**src/rtl/uart_chan_pkg.sv**
```systemverilog
package uart_chan_pkg;

    localparam int ST_W = 8;

    // status bit positions
    localparam int ST_RXRDY = 0;
    localparam int ST_TXRDY = 2;
    localparam int ST_TXEMT = 3;
    localparam int ST_OVR   = 4;
    localparam int ST_PAR   = 5;
    localparam int ST_FRM   = 6;
    localparam int ST_BRK   = 7;

    typedef enum logic [2:0] {
        SEL_MODE  = 3'd0,
        SEL_STAT  = 3'd1,
        SEL_CMD   = 3'd2,
        SEL_HOLD  = 3'd3,
        SEL_AUX   = 3'd4,
        SEL_OPORT = 3'd5,
        SEL_RSV6  = 3'd6,
        SEL_RSV7  = 3'd7
    } reg_sel_e;

    localparam logic [3:0] CMD_NOP     = 4'd0;
    localparam logic [3:0] CMD_PTR_RST = 4'd1;
    localparam logic [3:0] CMD_RX_RST  = 4'd2;
    localparam logic [3:0] CMD_TX_RST  = 4'd3;
    localparam logic [3:0] CMD_ERR_CLR = 4'd4;
    localparam logic [3:0] CMD_BRK_CLR = 4'd5;

    typedef struct packed {
        logic rx_on;
        logic rx_off;
        logic tx_on;
        logic tx_off;
        logic ptr_rst;
        logic rx_rst;
        logic tx_rst;
        logic err_clr;
        logic brk_clr;
    } cmd_act_t;

endpackage

```
**src/rtl/uart_cmd_decode.sv**
```systemverilog
module uart_cmd_decode
    import uart_chan_pkg::*;
(
    input  logic       strobe,
    input  logic [7:0] cmd_byte,
    output cmd_act_t   act
);

    always_comb begin
        act = '0;
        if (strobe) begin
            act.rx_on  = cmd_byte[0];
            act.rx_off = cmd_byte[1];
            act.tx_on  = cmd_byte[2];
            act.tx_off = cmd_byte[3];
            case (cmd_byte[7:4])
                CMD_PTR_RST: act.ptr_rst = 1'b1;
                CMD_RX_RST:  act.rx_rst  = 1'b1;
                CMD_TX_RST:  act.tx_rst  = 1'b1;
                CMD_ERR_CLR: act.err_clr = 1'b1;
                CMD_BRK_CLR: act.brk_clr = 1'b1;
                default:     ;
            endcase
        end
    end

endmodule

```
**src/rtl/uart_rx_fifo.sv**
```systemverilog
module uart_rx_fifo #(
    parameter int DATA_W = 8,
    parameter int DEPTH  = 3,
    localparam int CNT_W = $clog2(DEPTH + 1)
) (
    input  logic              clk,
    input  logic              rst_n,
    input  logic              push,
    input  logic [DATA_W-1:0] push_data,
    input  logic              pop,
    input  logic              flush,
    output logic [DATA_W-1:0] head,
    output logic [CNT_W-1:0]  count,
    output logic              accepted,
    output logic              overflow
);

    localparam int PTR_W = (DEPTH > 1) ? $clog2(DEPTH) : 1;
    localparam int SUM_W = $clog2(2 * DEPTH + 1);

    typedef struct packed {
        logic [DEPTH-1:0][DATA_W-1:0] mem;
        logic [PTR_W-1:0]             rd;
        logic [CNT_W-1:0]             cnt;
    } fifo_st_t;

    fifo_st_t         st_d, st_q;
    logic             pop_ok;
    logic [PTR_W-1:0] rd_n;
    logic [CNT_W-1:0] cnt_p;
    logic [SUM_W-1:0] wsum;
    logic [PTR_W-1:0] wpos;

    always_comb begin
        st_d   = st_q;
        pop_ok = pop && !flush && (st_q.cnt != '0);
        rd_n   = st_q.rd;
        cnt_p  = st_q.cnt;
        if (pop_ok) begin
            cnt_p = st_q.cnt - 1'b1;
            // the pointer stays on the last slot when the FIFO drains
            if (st_q.cnt != CNT_W'(1))
                rd_n = (st_q.rd == PTR_W'(DEPTH - 1)) ? '0 : st_q.rd + 1'b1;
        end
        // free slot follows the post-pop head
        wsum = SUM_W'(rd_n) + SUM_W'(cnt_p);
        if (wsum >= SUM_W'(DEPTH))
            wsum = wsum - SUM_W'(DEPTH);
        wpos     = PTR_W'(wsum);
        accepted = push && !flush && (cnt_p < CNT_W'(DEPTH));
        overflow = push && !flush && (cnt_p == CNT_W'(DEPTH));
        if (accepted) begin
            st_d.mem[wpos] = push_data;
            cnt_p          = cnt_p + 1'b1;
        end
        st_d.rd  = rd_n;
        st_d.cnt = flush ? '0 : cnt_p;
    end

    always_ff @(posedge clk) begin
        if (!rst_n) st_q <= '0;
        else        st_q <= st_d;
    end

    assign head  = st_q.mem[st_q.rd];
    assign count = st_q.cnt;

    a_r8_count_bounded: assert property (@(posedge clk) disable iff (!rst_n)
        st_q.cnt <= CNT_W'(DEPTH));

    a_r9_flush_empties: assert property (@(posedge clk) disable iff (!rst_n)
        flush |=> (st_q.cnt == '0));

    a_r5_pop_removes_one: assert property (@(posedge clk) disable iff (!rst_n)
        (pop_ok && !push) |=> (st_q.cnt == $past(st_q.cnt) - 1'b1));

endmodule

```
**src/rtl/uart_chan_ctrl.sv**
```systemverilog
module uart_chan_ctrl
    import uart_chan_pkg::*;
#(
    parameter int DATA_W     = 8,
    parameter int FIFO_DEPTH = 3,
    localparam int CNT_W     = $clog2(FIFO_DEPTH + 1)
) (
    input  logic              clk,
    input  logic              rst_n,
    input  logic              wr_en,
    input  logic [2:0]        wr_sel,
    input  logic [DATA_W-1:0] wr_data,
    input  logic              rd_en,
    input  logic [2:0]        rd_sel,
    output logic [DATA_W-1:0] rd_data,
    input  logic              rx_valid,
    input  logic [DATA_W-1:0] rx_data,
    input  logic              rx_perr,
    input  logic              rx_ferr,
    input  logic              rx_break,
    output logic [CNT_W-1:0]  rx_space,
    output logic              tx_valid,
    output logic [DATA_W-1:0] tx_data,
    output logic [ST_W-1:0]   status,
    output logic              irq_txrdy,
    output logic              irq_rxrdy,
    output logic              irq_break
);

    typedef struct packed {
        logic [ST_W-1:0]          sr;
        logic                     rx_en;
        logic                     mr_ptr;
        logic [1:0][DATA_W-1:0]   mr;
        logic                     irq_tx;
        logic                     irq_rx;
        logic                     irq_brk;
        logic                     tx_vld;
        logic [DATA_W-1:0]        tx_dat;
    } chan_st_t;

    chan_st_t          st_d, st_q;
    cmd_act_t          act;
    reg_sel_e          wsel, rsel;
    logic              fifo_push, fifo_pop, fifo_acc, fifo_ovf;
    logic [DATA_W-1:0] fifo_in, fifo_head;
    logic [CNT_W-1:0]  fifo_cnt;
    logic              pop_ok;

    assign wsel = reg_sel_e'(wr_sel);
    assign rsel = reg_sel_e'(rd_sel);

    uart_cmd_decode u_dec (
        .strobe   (wr_en && (wsel == SEL_CMD)),
        .cmd_byte (wr_data[7:0]),
        .act      (act)
    );

    assign fifo_push = (rx_valid || rx_break) && st_q.rx_en;
    assign fifo_in   = rx_break ? '0 : rx_data;
    assign fifo_pop  = rd_en && (rsel == SEL_HOLD);
    assign pop_ok    = fifo_pop && (fifo_cnt != '0) && !act.rx_rst;

    uart_rx_fifo #(.DATA_W(DATA_W), .DEPTH(FIFO_DEPTH)) u_fifo (
        .clk       (clk),
        .rst_n     (rst_n),
        .push      (fifo_push),
        .push_data (fifo_in),
        .pop       (fifo_pop),
        .flush     (act.rx_rst),
        .head      (fifo_head),
        .count     (fifo_cnt),
        .accepted  (fifo_acc),
        .overflow  (fifo_ovf)
    );

    always_comb begin
        st_d        = st_q;
        st_d.tx_vld = 1'b0;

        // mode-register port: any access leaves the pointer on the second register
        if (wr_en && (wsel == SEL_MODE)) begin
            st_d.mr[st_q.mr_ptr] = wr_data;
            st_d.mr_ptr          = 1'b1;
        end
        if (rd_en && (rsel == SEL_MODE))
            st_d.mr_ptr = 1'b1;

        // low command bits act before the command code
        if (act.rx_on)  st_d.rx_en = 1'b1;
        if (act.rx_off) st_d.rx_en = 1'b0;
        if (act.tx_on) begin
            st_d.sr[ST_TXRDY] = 1'b1;
            st_d.sr[ST_TXEMT] = 1'b1;
            st_d.irq_tx       = 1'b1;
        end
        if (act.tx_off || act.tx_rst) begin
            st_d.sr[ST_TXRDY] = 1'b0;
            st_d.sr[ST_TXEMT] = 1'b0;
            st_d.irq_tx       = 1'b0;
        end
        if (act.ptr_rst) st_d.mr_ptr = 1'b0;
        if (act.rx_rst) begin
            st_d.rx_en        = 1'b0;
            st_d.sr[ST_RXRDY] = 1'b0;
            st_d.irq_rx       = 1'b0;
        end
        if (act.err_clr) st_d.sr[ST_BRK:ST_OVR] = '0;
        if (act.brk_clr) st_d.irq_brk = 1'b0;

        // transmit holding register
        if (wr_en && (wsel == SEL_HOLD) && st_q.sr[ST_TXRDY]) begin
            st_d.tx_vld = 1'b1;
            st_d.tx_dat = wr_data;
        end

        // host read of the receive holding register
        if (pop_ok) begin
            if (fifo_cnt == CNT_W'(1) && !fifo_acc) begin
                st_d.sr[ST_RXRDY] = 1'b0;
                st_d.irq_rx       = 1'b0;
            end
            if (st_q.sr[ST_BRK]) begin
                st_d.sr[ST_BRK] = 1'b0;
                st_d.irq_brk    = 1'b1;
            end
        end

        // receiver side
        if (rx_break && !st_q.sr[ST_BRK]) begin
            st_d.sr[ST_BRK] = 1'b1;
            st_d.irq_brk    = 1'b1;
        end
        if (fifo_acc) begin
            st_d.sr[ST_RXRDY] = 1'b1;
            st_d.irq_rx       = 1'b1;
            if (!rx_break) begin
                if (rx_perr) st_d.sr[ST_PAR] = 1'b1;
                if (rx_ferr) st_d.sr[ST_FRM] = 1'b1;
            end
        end
        if (fifo_ovf) st_d.sr[ST_OVR] = 1'b1;
    end

    always_ff @(posedge clk) begin
        if (!rst_n) st_q <= '0;
        else        st_q <= st_d;
    end

    always_comb begin
        rd_data = '0;
        if (rd_en) begin
            case (rsel)
                SEL_MODE: rd_data = st_q.mr[st_q.mr_ptr];
                SEL_STAT: rd_data = DATA_W'(st_q.sr);
                SEL_HOLD: rd_data = fifo_head;
                default:  rd_data = '0;
            endcase
        end
    end

    assign rx_space  = st_q.rx_en ? (CNT_W'(FIFO_DEPTH) - fifo_cnt) : '0;
    assign tx_valid  = st_q.tx_vld;
    assign tx_data   = st_q.tx_dat;
    assign status    = st_q.sr;
    assign irq_txrdy = st_q.irq_tx;
    assign irq_rxrdy = st_q.irq_rx;
    assign irq_break = st_q.irq_brk;

    a_r6_rxrdy_tracks_fifo: assert property (@(posedge clk) disable iff (!rst_n)
        st_q.sr[ST_RXRDY] == (fifo_cnt != '0));

    a_r3_tx_flags_agree: assert property (@(posedge clk) disable iff (!rst_n)
        (st_q.irq_tx == st_q.sr[ST_TXRDY]) && (st_q.sr[ST_TXRDY] == st_q.sr[ST_TXEMT]));

    a_r13_tx_needs_ready: assert property (@(posedge clk) disable iff (!rst_n)
        st_q.tx_vld |-> $past(st_q.sr[ST_TXRDY]));

    a_r7_no_store_when_off: assert property (@(posedge clk) disable iff (!rst_n)
        (!st_q.rx_en && !fifo_pop && !act.rx_rst) |=> (fifo_cnt == $past(fifo_cnt)));

endmodule

```
**config.mk**
```make
export PLATFORM = sky130hd
export DESIGN_NAME = uart_chan_ctrl
export DESIGN_NICKNAME = d
export VERILOG_FILES = /design/src/rtl/uart_chan_pkg.sv /design/src/rtl/uart_cmd_decode.sv /design/src/rtl/uart_rx_fifo.sv /design/src/rtl/uart_chan_ctrl.sv
export SDC_FILE = /design/constraint.sdc
export NUM_CORES = 1
export LEC_CHECK = 0
export BUFFER_PORTS_ARGS = -buffer_cell sky130_fd_sc_hd__buf_2
export CAP_MARGIN = 5
export CORE_MARGIN = 4
export CORE_UTILIZATION = 55
export CTS_CLUSTER_SIZE = 16
export DETAILED_ROUTE_END_ITERATION = 7
export GPL_TIMING_DRIVEN = 0
export PLACE_DENSITY = 0.79
export SLEW_MARGIN = 20
export SYNTH_ARGS = -nofsm -noshare
export SYNTH_HDL_FRONTEND = slang
export SYNTH_SLANG_ARGS = --single-unit
```
**constraint.sdc**
```tcl
create_clock -name clk -period 6.08 [get_ports clk]
set_clock_uncertainty 0.1 [all_clocks]
set_input_delay 0.608 -clock clk [delete_from_list [all_inputs] [get_ports clk]]
set_output_delay 0.608 -clock clk [all_outputs]
set_load 0.03 [all_outputs]
```
* Word level (Yosys, flattened, before mapping)
Cells that the tools add are included.
Storage, ports and cells: register bits 64, word-level logic and storage cells 127, bits of input ports 30
Operators by class: reductions and logical operators 32, add/sub/neg operators 6, multiplexer cells 51, eq/ne operators 13, magnitude comparators 7, bitwise gates (word level) 1
Operators with widths (count):
- 8-bit 2-to-1 mux | 7
- 24-bit bitwise mux | 1
- 8-bit one-hot mux with 3 select lines | 1
- 1-bit 2-to-1 mux | 23
- 2-bit 2-to-1 mux | 11
- 1-bit logical AND | 18
- 9-bit 2-to-1 mux | 2
- 17-bit 2-to-1 mux | 1
- 8-bit binary-select mux with 2-bit select | 1
- 16-bit bitwise mux | 1
- 8-bit demux with 2-bit select | 1
- 3-bit by 2-bit equality test with 1-bit output (second input constant) | 3
- 8-bit demux with 1-bit select | 1
- 4-bit by 2-bit equality test with 1-bit output (second input constant) | 2
- 4-bit by 3-bit equality test with 1-bit output (second input constant) | 2
- 3-bit logical NOT | 2
- 2-bit by 3-bit less-than comparator with 1-bit output (second input constant) | 2
- 2-bit nonzero test | 3
- 2-bit OR reduction | 3
- 2-bit by 1-bit adder with 2-bit output (second input constant) | 2
- 2-bit equality test (second input constant) | 2
- 4-bit by 1-bit equality test with 1-bit output (second input constant) | 1
- 4-bit 2-to-1 mux | 1
- 2-bit by 2-bit adder with 3-bit output | 1
- other kinds (15) | 18

* Depth between registers and ports, before layout
Gate-level depths: netlist of run 1.
word-level depth 15, gate-level depth with buffers 15

* Hierarchy
From an unflattened synthesis of run 1, not the netlist that was laid out.
Unflattened totals: cells, all modules 372, area, all modules 3388.2 sq um
By module, submodules not included:
- uart_chan_ctrl | area an instance 1878.1 sq um, cells an instance 208, instances 1
- uart_rx_fifo | area an instance 1423.9 sq um, cells an instance 152, instances 1
- uart_cmd_decode | area an instance 86.3 sq um, cells an instance 12, instances 1

* Worst setup path after synthesis of run 1
Ideal clock, no wire load.
kind input to register, start input wr_en, end register u_fifo.st_q[8] (netlist name), path slack 2311 ps, cell stages on the path 15, arrival time 3548 ps, setup time 121 ps, cell sequence nor4bb_1 > buf_4 > and2_1 > buf_6 > nor3_2 > mux2_4 > ha_1 > fa_1 > ha_1 > nor3_1 > mux2i_1 > nand2_4 > buf_6 > nand3_1 > o21ai_0
Between the ends: word-level cells in the longest chain between the ends 14, elaborated cells on any way between the ends 20, those cells by class 2 x add/sub; 4 x order compare; 7 x mux; 7 x reduce/logical
RTL lines:
- from (decl) | RTL line uart_chan_ctrl.sv:10 | input logic wr_en,
- 1-bit logical AND * | RTL line uart_chan_ctrl.sv:54 | .strobe (wr_en && (wsel == SEL_CMD)),
- 9-bit 2-to-1 mux * | RTL line uart_cmd_decode.sv:11 | if (strobe) begin
- 1-bit logical NOT * | RTL line uart_rx_fifo.sv:36 | pop_ok = pop && !flush && (st_q.cnt != '0);
- 1-bit logical AND * (2 in series) | RTL line uart_rx_fifo.sv:36
- 2-bit 2-to-1 mux * | RTL line uart_rx_fifo.sv:39 | if (pop_ok) begin
- net u_fifo.rd_n[0] | RTL line uart_rx_fifo.sv:29 | logic [PTR_W-1:0] rd_n;
- 2-bit by 2-bit adder with 3-bit output * | RTL line uart_rx_fifo.sv:46 | wsum = SUM_W'(rd_n) + SUM_W'(cnt_p);
- 3-bit by 2-bit >= comparator with 1-bit output or 2-bit subtractor (tied branches) | RTL line uart_rx_fifo.sv:47, uart_rx_fifo.sv:48
- 2-bit 2-to-1 mux * | RTL line uart_rx_fifo.sv:47 | if (wsum >= SUM_W'(DEPTH))
- 2-bit by 3-bit less-than comparator with 1-bit output (not written as such) or 2-bit by 1-bit >= comparator with 1-bit output (tied branches) | RTL line uart_rx_fifo.sv:53 | st_d.mem[wpos] = push_data;
- 1-bit logical AND (not written as such) | RTL line uart_rx_fifo.sv:53
- 8-bit 2-to-1 mux (not written as such) | RTL line uart_rx_fifo.sv:53
- 8-bit demux with 2-bit select *
- 24-bit bitwise mux * | RTL line uart_rx_fifo.sv:53
- to (signal assigned) | RTL line uart_rx_fifo.sv:62 | else st_q <= st_d;
- to (decl) | RTL line uart_rx_fifo.sv:27 | fifo_st_t st_d, st_q;
The timed path passes the listed nets; every way through them passes the cells marked *. A chain may end at the register's enable or synchronous reset.

* Worst setup path after layout of run 1
start input rd_sel[2], end register u_fifo.st_q[8] (netlist name)
Between the ends: word-level cells in the longest chain between the ends 13, elaborated cells on any way between the ends 18, those cells by class 2 x add/sub; 4 x order compare; 1 x eq/ne; 6 x mux; 5 x reduce/logical
RTL lines:
- from (decl) | RTL line uart_chan_ctrl.sv:14 | input logic [2:0] rd_sel,
- 3-bit by 2-bit equality test with 1-bit output * | RTL line uart_chan_ctrl.sv:61 | assign fifo_pop = rd_en && (rsel == SEL_HOLD);
- 1-bit logical AND * | RTL line uart_chan_ctrl.sv:61
- 1-bit logical AND * (2 in series) | RTL line uart_rx_fifo.sv:36
- 2-bit 2-to-1 mux * | RTL line uart_rx_fifo.sv:39
- net u_fifo.rd_n[0] | RTL line uart_rx_fifo.sv:29
- 2-bit by 2-bit adder with 3-bit output * | RTL line uart_rx_fifo.sv:46
- 3-bit by 2-bit >= comparator with 1-bit output or 2-bit subtractor (tied branches) | RTL line uart_rx_fifo.sv:47, uart_rx_fifo.sv:48
- 2-bit 2-to-1 mux * | RTL line uart_rx_fifo.sv:47
- 2-bit by 3-bit less-than comparator with 1-bit output (not written as such) or 2-bit by 1-bit >= comparator with 1-bit output (tied branches) | RTL line uart_rx_fifo.sv:53
- 1-bit logical AND (not written as such) | RTL line uart_rx_fifo.sv:53
- 8-bit 2-to-1 mux (not written as such) | RTL line uart_rx_fifo.sv:53
- 8-bit demux with 2-bit select *
- 24-bit bitwise mux * | RTL line uart_rx_fifo.sv:53
Marked as above.

==> results.txt, run 1 <==
Cell variety after synth: 50
setup tns final: 0 ns
Tot GR Track Use: 23.7%
hold-fix buffers at CTS: 0
nets@finish: 468
Post-CTS Resized: 0
first-pass GRT wire length: 13.6 mm
Crit path arrival time: 4.02 ns
DR pass1 iterations: 4
RR Endpoint: u_fifo.st_q[8]
R2R Setup Slk: 2.24 ns
Starting Density: 57.6%
vias per cell: 5.68
VDD IR max: 154 µV
DIE HEIGHT: 84.6 µm
DP Wirelength: 5.98 mm
depth of the worst register-to-register path: 15
element type at the critical path start: primary input
initial drt markers: 219
WL/cell: 15.9 µm
Reg clk slew, reported paths: 0.07 ns
Crit path max-delay family: simple AND/OR/NAND/NOR gates
Crit path largest cell delay: 0.49 ns
Hold Path Class: flop to flop
fin crit period: 3.90 ns
outcome: finished clean
worst r2r src: u_fifo.count[0]
Slew HR: 50.5%
max-slew violation count: 0
Peak Freq: 257 MHz
Crit-path slowest cell: fa_1
clk sink count: 63
CP Class: primary input to flop
number of placement rows: 27
CP cell instances: buf_2, and3b_1, buf_2, nand3_1, nor3_2, mux2_4, ha_1, fa_1, ha_1, nor3_1, mux2i_1, nand2_4, buf_6, nand3_1, o21ai_0
register area share after synthesis: 39.1%
CTS max path bufs: 2
Critical Path Start: rd_sel[2]
YS warnings: 0
die width: 84.6 µm
Max-Cap Viols: 0
worst path required time: 6.21 ns
GRT overflow: 0
critical path fanouts, max: 10
H-Tree Depth: 3
port buffer count: 58
ANT cells: 0
syn nets: 399
power per cell area: 229 mW/mm²
final clock period utilization by the worst path: 64.1%
Syn Area/Cell: 8.89 µm²
routed wire length: 8.11 mm
Synth Instances: 363
routability cong.: 0.818
vias: 2889
RSZ-0062 raised after global routing: false
hold_sp: st_q[22]
Yosys reg bits: 63
Design Power: 873 µW
commonest non-fill, non-tap cells in the layout: 63 x dfxtp_1, 60 x buf_2, 46 x nor2_1
Root Buffer: clkbuf_8
core area: 0.00561 mm²
endpoints failing setup: 0
CTS tree: done
DRC violations left: 0
area grow syn2layout: 18.3%
commonest non-fill, non-tap cell in the layout: dfxtp_1
final hold vios: 0
layout cells sized above 1: 27.9%
die area: 0.00716 mm²
Worst setup EP type: flop
Worst path depth: 15
post-route ant nets: 0
boundary pin count: 60
crit path capture: u_fifo.st_q[8]
mapped cell area: 0.00323 mm²
worst skew pair latency: 0.34 ns
largest net degree at the start of global routing: 11
vias in the first global route: 2776
TritonCTS buffer count: 9
Slew @ Worst Pin: 0.737 ns
initial antenna violation count: 0
worst path bufs/invs: 3
Pleak: 1.61 nW
Setup Buffers After CTS: 0
==> area by class of cell <==
| cell class | instances | area, µm² |
|---|---|---|
| tap | 72 | 90.1 |
| inverter | 7 | 26.3 |
| sequential | 63 | 1260 |
| timing repair buffer | 58 | 290 |
| fill | 480 | 1790 |
| clock buffer | 13 | 169 |
| multi-input combinational | 256 | 1710 |
| buffer | 37 | 235 |
| clock inverter | 3 | 40.0 |
==> synthesized netlist by cell type, drive strengths merged <==
library cell	number	area, µm²
a211o	2	17.5
a211oi	2	27.5
a21oi	18	90.1
a221oi	5	43.8
a22oi	4	30.0
a31oi	1	6.26
a41oi	1	8.76
and2	3	18.8
and3b	1	8.76
buf	27	198
clkbuf	10	37.5
conb	1	3.75
dfxtp	63	1260
fa	1	20.0
ha	5	62.6
inv	7	26.3
mux2	3	41.3
mux2i	32	320
nand2	21	93.8
nand2b	4	25.0
nand3	36	190
nand3b	9	67.6
nand4b	1	23.8
nor2	47	184
nor2b	4	25.0
nor3	3	25.0
nor3b	2	20.0
nor4	1	21.3
nor4b	1	23.8
nor4bb	2	20.0
o21a	1	7.51
o21ai	38	220
o21bai	1	7.51
o2bb2ai	1	8.76
o31ai	1	7.51
or2	2	12.5
or3	1	6.26
xnor2	1	16.3
==> logic make-up (layout without fill, tap and decap cells) <==
kind of cell               after synthesis  count (layout)  share of synthesized area [%]
buffers and inverters                   44             118                           8.10
muxes                                   35              35                           11.2
AOI/OAI and AO/OA                       75              75                           14.7
other                                    1               1                          0.116
adders and majority gates                6               6                           2.56
and+or+nand+nor                        138             138                           23.7
DFF                                     63              63                           39.1
xor gates and xnor gates                 1               1                          0.504
==> worst reg2reg max path: stages, from the launching register on <==
cell,delay [ns]
dfxtp_1,0.36
inv_1,0.10
ha_1,0.22
inv_1,0.08
nand3_1,0.18
nor3_2,0.27
mux2_4,0.34
ha_1,0.21
fa_1,0.49
ha_1,0.21
nor3_1,0.33
mux2i_1,0.34
nand2_4,0.13
buf_6,0.19
nand3_1,0.08
o21ai_0,0.09
==> how the worst min path moves through the flow <==
| stage | endpoint | slack [ns] | cells after the start |
|---|---|---|---|
| after floorplan | st_q[20] | 0.34 | 2 |
| final | st_q[22] | 0.36 | 2 |
| after global routing | st_q[23] | 0.38 | 2 |
| after CTS | st_q[22] | 0.36 | 2 |
| after global placement | st_q[22] | 0.34 | 2 |
| after detailed placement | st_q[22] | 0.35 | 2 |
==> power breakdown <==
group,switching (mW),internal [mW]
registers,0.00324,0.417
logic,0.0468,0.0260
clock network,0.158,0.222
==> state kept, by name, summed over array words and instances, names as in the netlist <==
name,flops
u_fifo.st_q,26
st_q,18
tx_data,8
status,6
u_fifo.count,2
irq_break,1
irq_rxrdy,1
tx_valid,1
==> per-stage QoR <==
step	hold slack, ns	setup WS [ns]	cell area (µm²)	util, %	instances
2_1_floorplan	0.336	2.31	3230	-	363
3_3_place_gp	0.341	1.92	3610	64.3	493
3_5_place_dp	0.346	1.83	3610	64.3	493
4_1_cts	0.356	2.19	3820	68.1	509
5_1_grt	0.380	1.90	3820	68.1	509
6_report	0.356	2.18	3820	68.1	509
==> metal layers <==
| layer | wire, µm | vias to the layer above | GRT usage [%] |
|---|---|---|---|
| li1 | - | 1406 | - |
| met1 | 3570 | 1358 | 31.2 |
| met2 | 3770 | 106 | 37.8 |
| met3 | 572 | 19 | 4.42 |
| met4 | 198 | 0 | 10.6 |
| met5 | 0 | - | 0 |
(Power assumes the default switching activity.)
==> run 2: changes to the inputs <==
clock period = 3.7 ns   (was 6.08 ns; I/O delays follow)
==> results.txt, run 2 (synthesis gave the netlist of run 1 again) <==
outcome: finished clean
DIE HEIGHT: 84.6 µm (unchanged)
Crit path arrival time: 3.69 ns (-0.33 ns)
vias: 2948 (+2.0%)
Reg clk slew, reported paths: 0.07 ns (about the same)
Root Buffer: clkbuf_8
setup tns final: 0 ns (unchanged)
VDD IR max: 254 µV (+66%)
Pleak: 1.64 nW (+1.9%)
endpoints failing setup: 0 (unchanged)
critical path fanouts, max: 8 (-2)
area grow syn2layout: 22.0%
Slew HR: 50.4% (-0.16 points)
DRC violations left: 0 (unchanged)
die width: 84.6 µm (unchanged)
Starting Density: 57.6% (unchanged)
CP Class: primary input to flop
Design Power: 1.45 mW (+66%)
clk sink count: 63 (unchanged)
worst skew pair latency: 0.34 ns (about the same)
post-route ant nets: 0 (unchanged)
vias in the first global route: 2788 (+0.43%)
Hold Path Class: primary input to flop
TritonCTS buffer count: 9 (unchanged)
fin crit period: 3.58 ns
R2R Setup Slk: 0.14 ns (-2.10 ns)
worst path required time: 3.82 ns (-2.39 ns)
vias per cell: 5.74 (+1.0%)
number of placement rows: 27 (unchanged)
commonest non-fill, non-tap cells in the layout: 61 x dfxtp_1, 60 x buf_2, 46 x nor2_1
GRT overflow: 0 (unchanged)
Tot GR Track Use: 23.8% (+0.066 points)
die area: 0.00716 mm² (unchanged)
element type at the critical path start: primary input
routability cong.: 0.818 (unchanged)
register with the most flip-flops: u_fifo.st_q
hold-fix buffers at CTS: 0 (unchanged)
Largest register FFs: 26 (unchanged)
ANT cells: 0 (unchanged)
Hold Slack: 0.172 ns (-0.185 ns)
Slew @ Worst Pin: 0.739 ns (+0.00232 ns)
Peak Freq: 280 MHz
max-slew violation count: 0 (unchanged)
initial antenna violation count: 0 (unchanged)
routed wire length: 8.62 mm (+6.3%)
H-Tree Depth: 3 (unchanged)
largest net degree at the start of global routing: 11 (unchanged)
Fillers: 461 (-4.0%)
boundary pin count: 60 (unchanged)
commonest non-fill, non-tap cell in the layout: dfxtp_1
final clock period utilization by the worst path: 96.6%
CTS tree: done
port buffer count: 58 (unchanged)
Worst setup EP type: flop
power per cell area: 368 mW/mm² (+61%)
Max-Cap Viols: 0 (unchanged)
CTS max path bufs: 2 (unchanged)
DP Wirelength: 5.98 mm (unchanged)
DR pass1 iterations: 5 (+1)
layout cells sized above 1: 30.8% (+2.9 points)
initial drt markers: 288 (+32%)
core area: 0.00561 mm² (unchanged)
nets@finish: 473 (+1.1%)
final hold vios: 0 (unchanged)
first-pass GRT wire length: 13.6 mm (+0.21%)
WL/cell: 16.8 µm (+5.3%)
==> run 2: cell types whose count changed in the layout (fill, tap and decap cells not counted), sizes merged <==
| cell | change |
|---|---|
| buf | +4 |
| clkbuf | +1 |
==> run 2: power by group <==
part | internal [mW] | total [mW] | leakage [nW] | switching, mW
clock | 0.364 | 0.629 | 0.109 | 0.265
sequential | 0.685 | 0.691 | 0.509 | 0.00535
combinational | 0.0470 | 0.127 | 1.02 | 0.0805
==> run 2: worst paths after layout <==
path	start	end	cells past startpoint
hold reg to reg	st_q[22]	st_q[22]	2
setup / recovery	wr_sel[0]	u_fifo.st_q[6]	16
setup reg to reg	u_fifo.count[0]	u_fifo.st_q[6]	15
hold / removal	rx_ferr	status[6]	3
==> run 2: critical path, stage by stage <==
cell,delay [ns]
buf_2,0.13
nor4bb_1,0.29
buf_4,0.21
and2_1,0.14
buf_6,0.13
nor3_4,0.05
mux2_4,0.31
ha_1,0.22
fa_1,0.55
ha_2,0.23
nor3_4,0.23
mux2i_2,0.30
nand2_4,0.13
buf_12,0.19
nand3_1,0.08
o21ai_0,0.11
==> run 2: through the flow <==
stage | worst slack (ns) | cells | area, µm² | util, %
after global routing | -0.0485 | 514 | 3940 | 70.2
after CTS | 0.0104 | 509 | 3830 | 68.4
after global placement | -0.225 | 493 | 3610 | 64.3
final | 0.125 | 514 | 3940 | 70.2
after floorplan | 0.169 | 363 | 3230 | -
after detailed placement | -0.316 | 493 | 3610 | 64.3
==> run 2: layer usage <==
metal	GRT usage [%]	share of wire, %	up-vias
met1	31.2	43	1384
met4	10.8	2.1	0
li1	-	-	1413
met3	4.71	7.9	17
met2	37.8	47	134
met5	0	0	-
==> run 2: area by class of cell <==
| class | instances | area (µm²) | area share (%) |
|---|---|---|---|
| clock buffers | 13 | 169 | 4.29 |
| well taps | 72 | 90.1 | 2.29 |
| flip-flops and latches | 63 | 1260 | 32.1 |
| clock inverters | 3 | 40.0 | 1.02 |
| multi-input cells | 256 | 1750 | 44.5 |
| plain buffers | 37 | 239 | 6.07 |
| repair buffers | 63 | 358 | 9.09 |
| inverters | 7 | 26.3 | 0.667 |
==> run 2: what timing repair did <==
action / in CTS / in global routing
pin swaps: 1 / 3
setup endpoints to repair: 8 / 10
resized for setup: 3 / 10
gates cloned: 0 / 1
setup buffers: 0 / 4
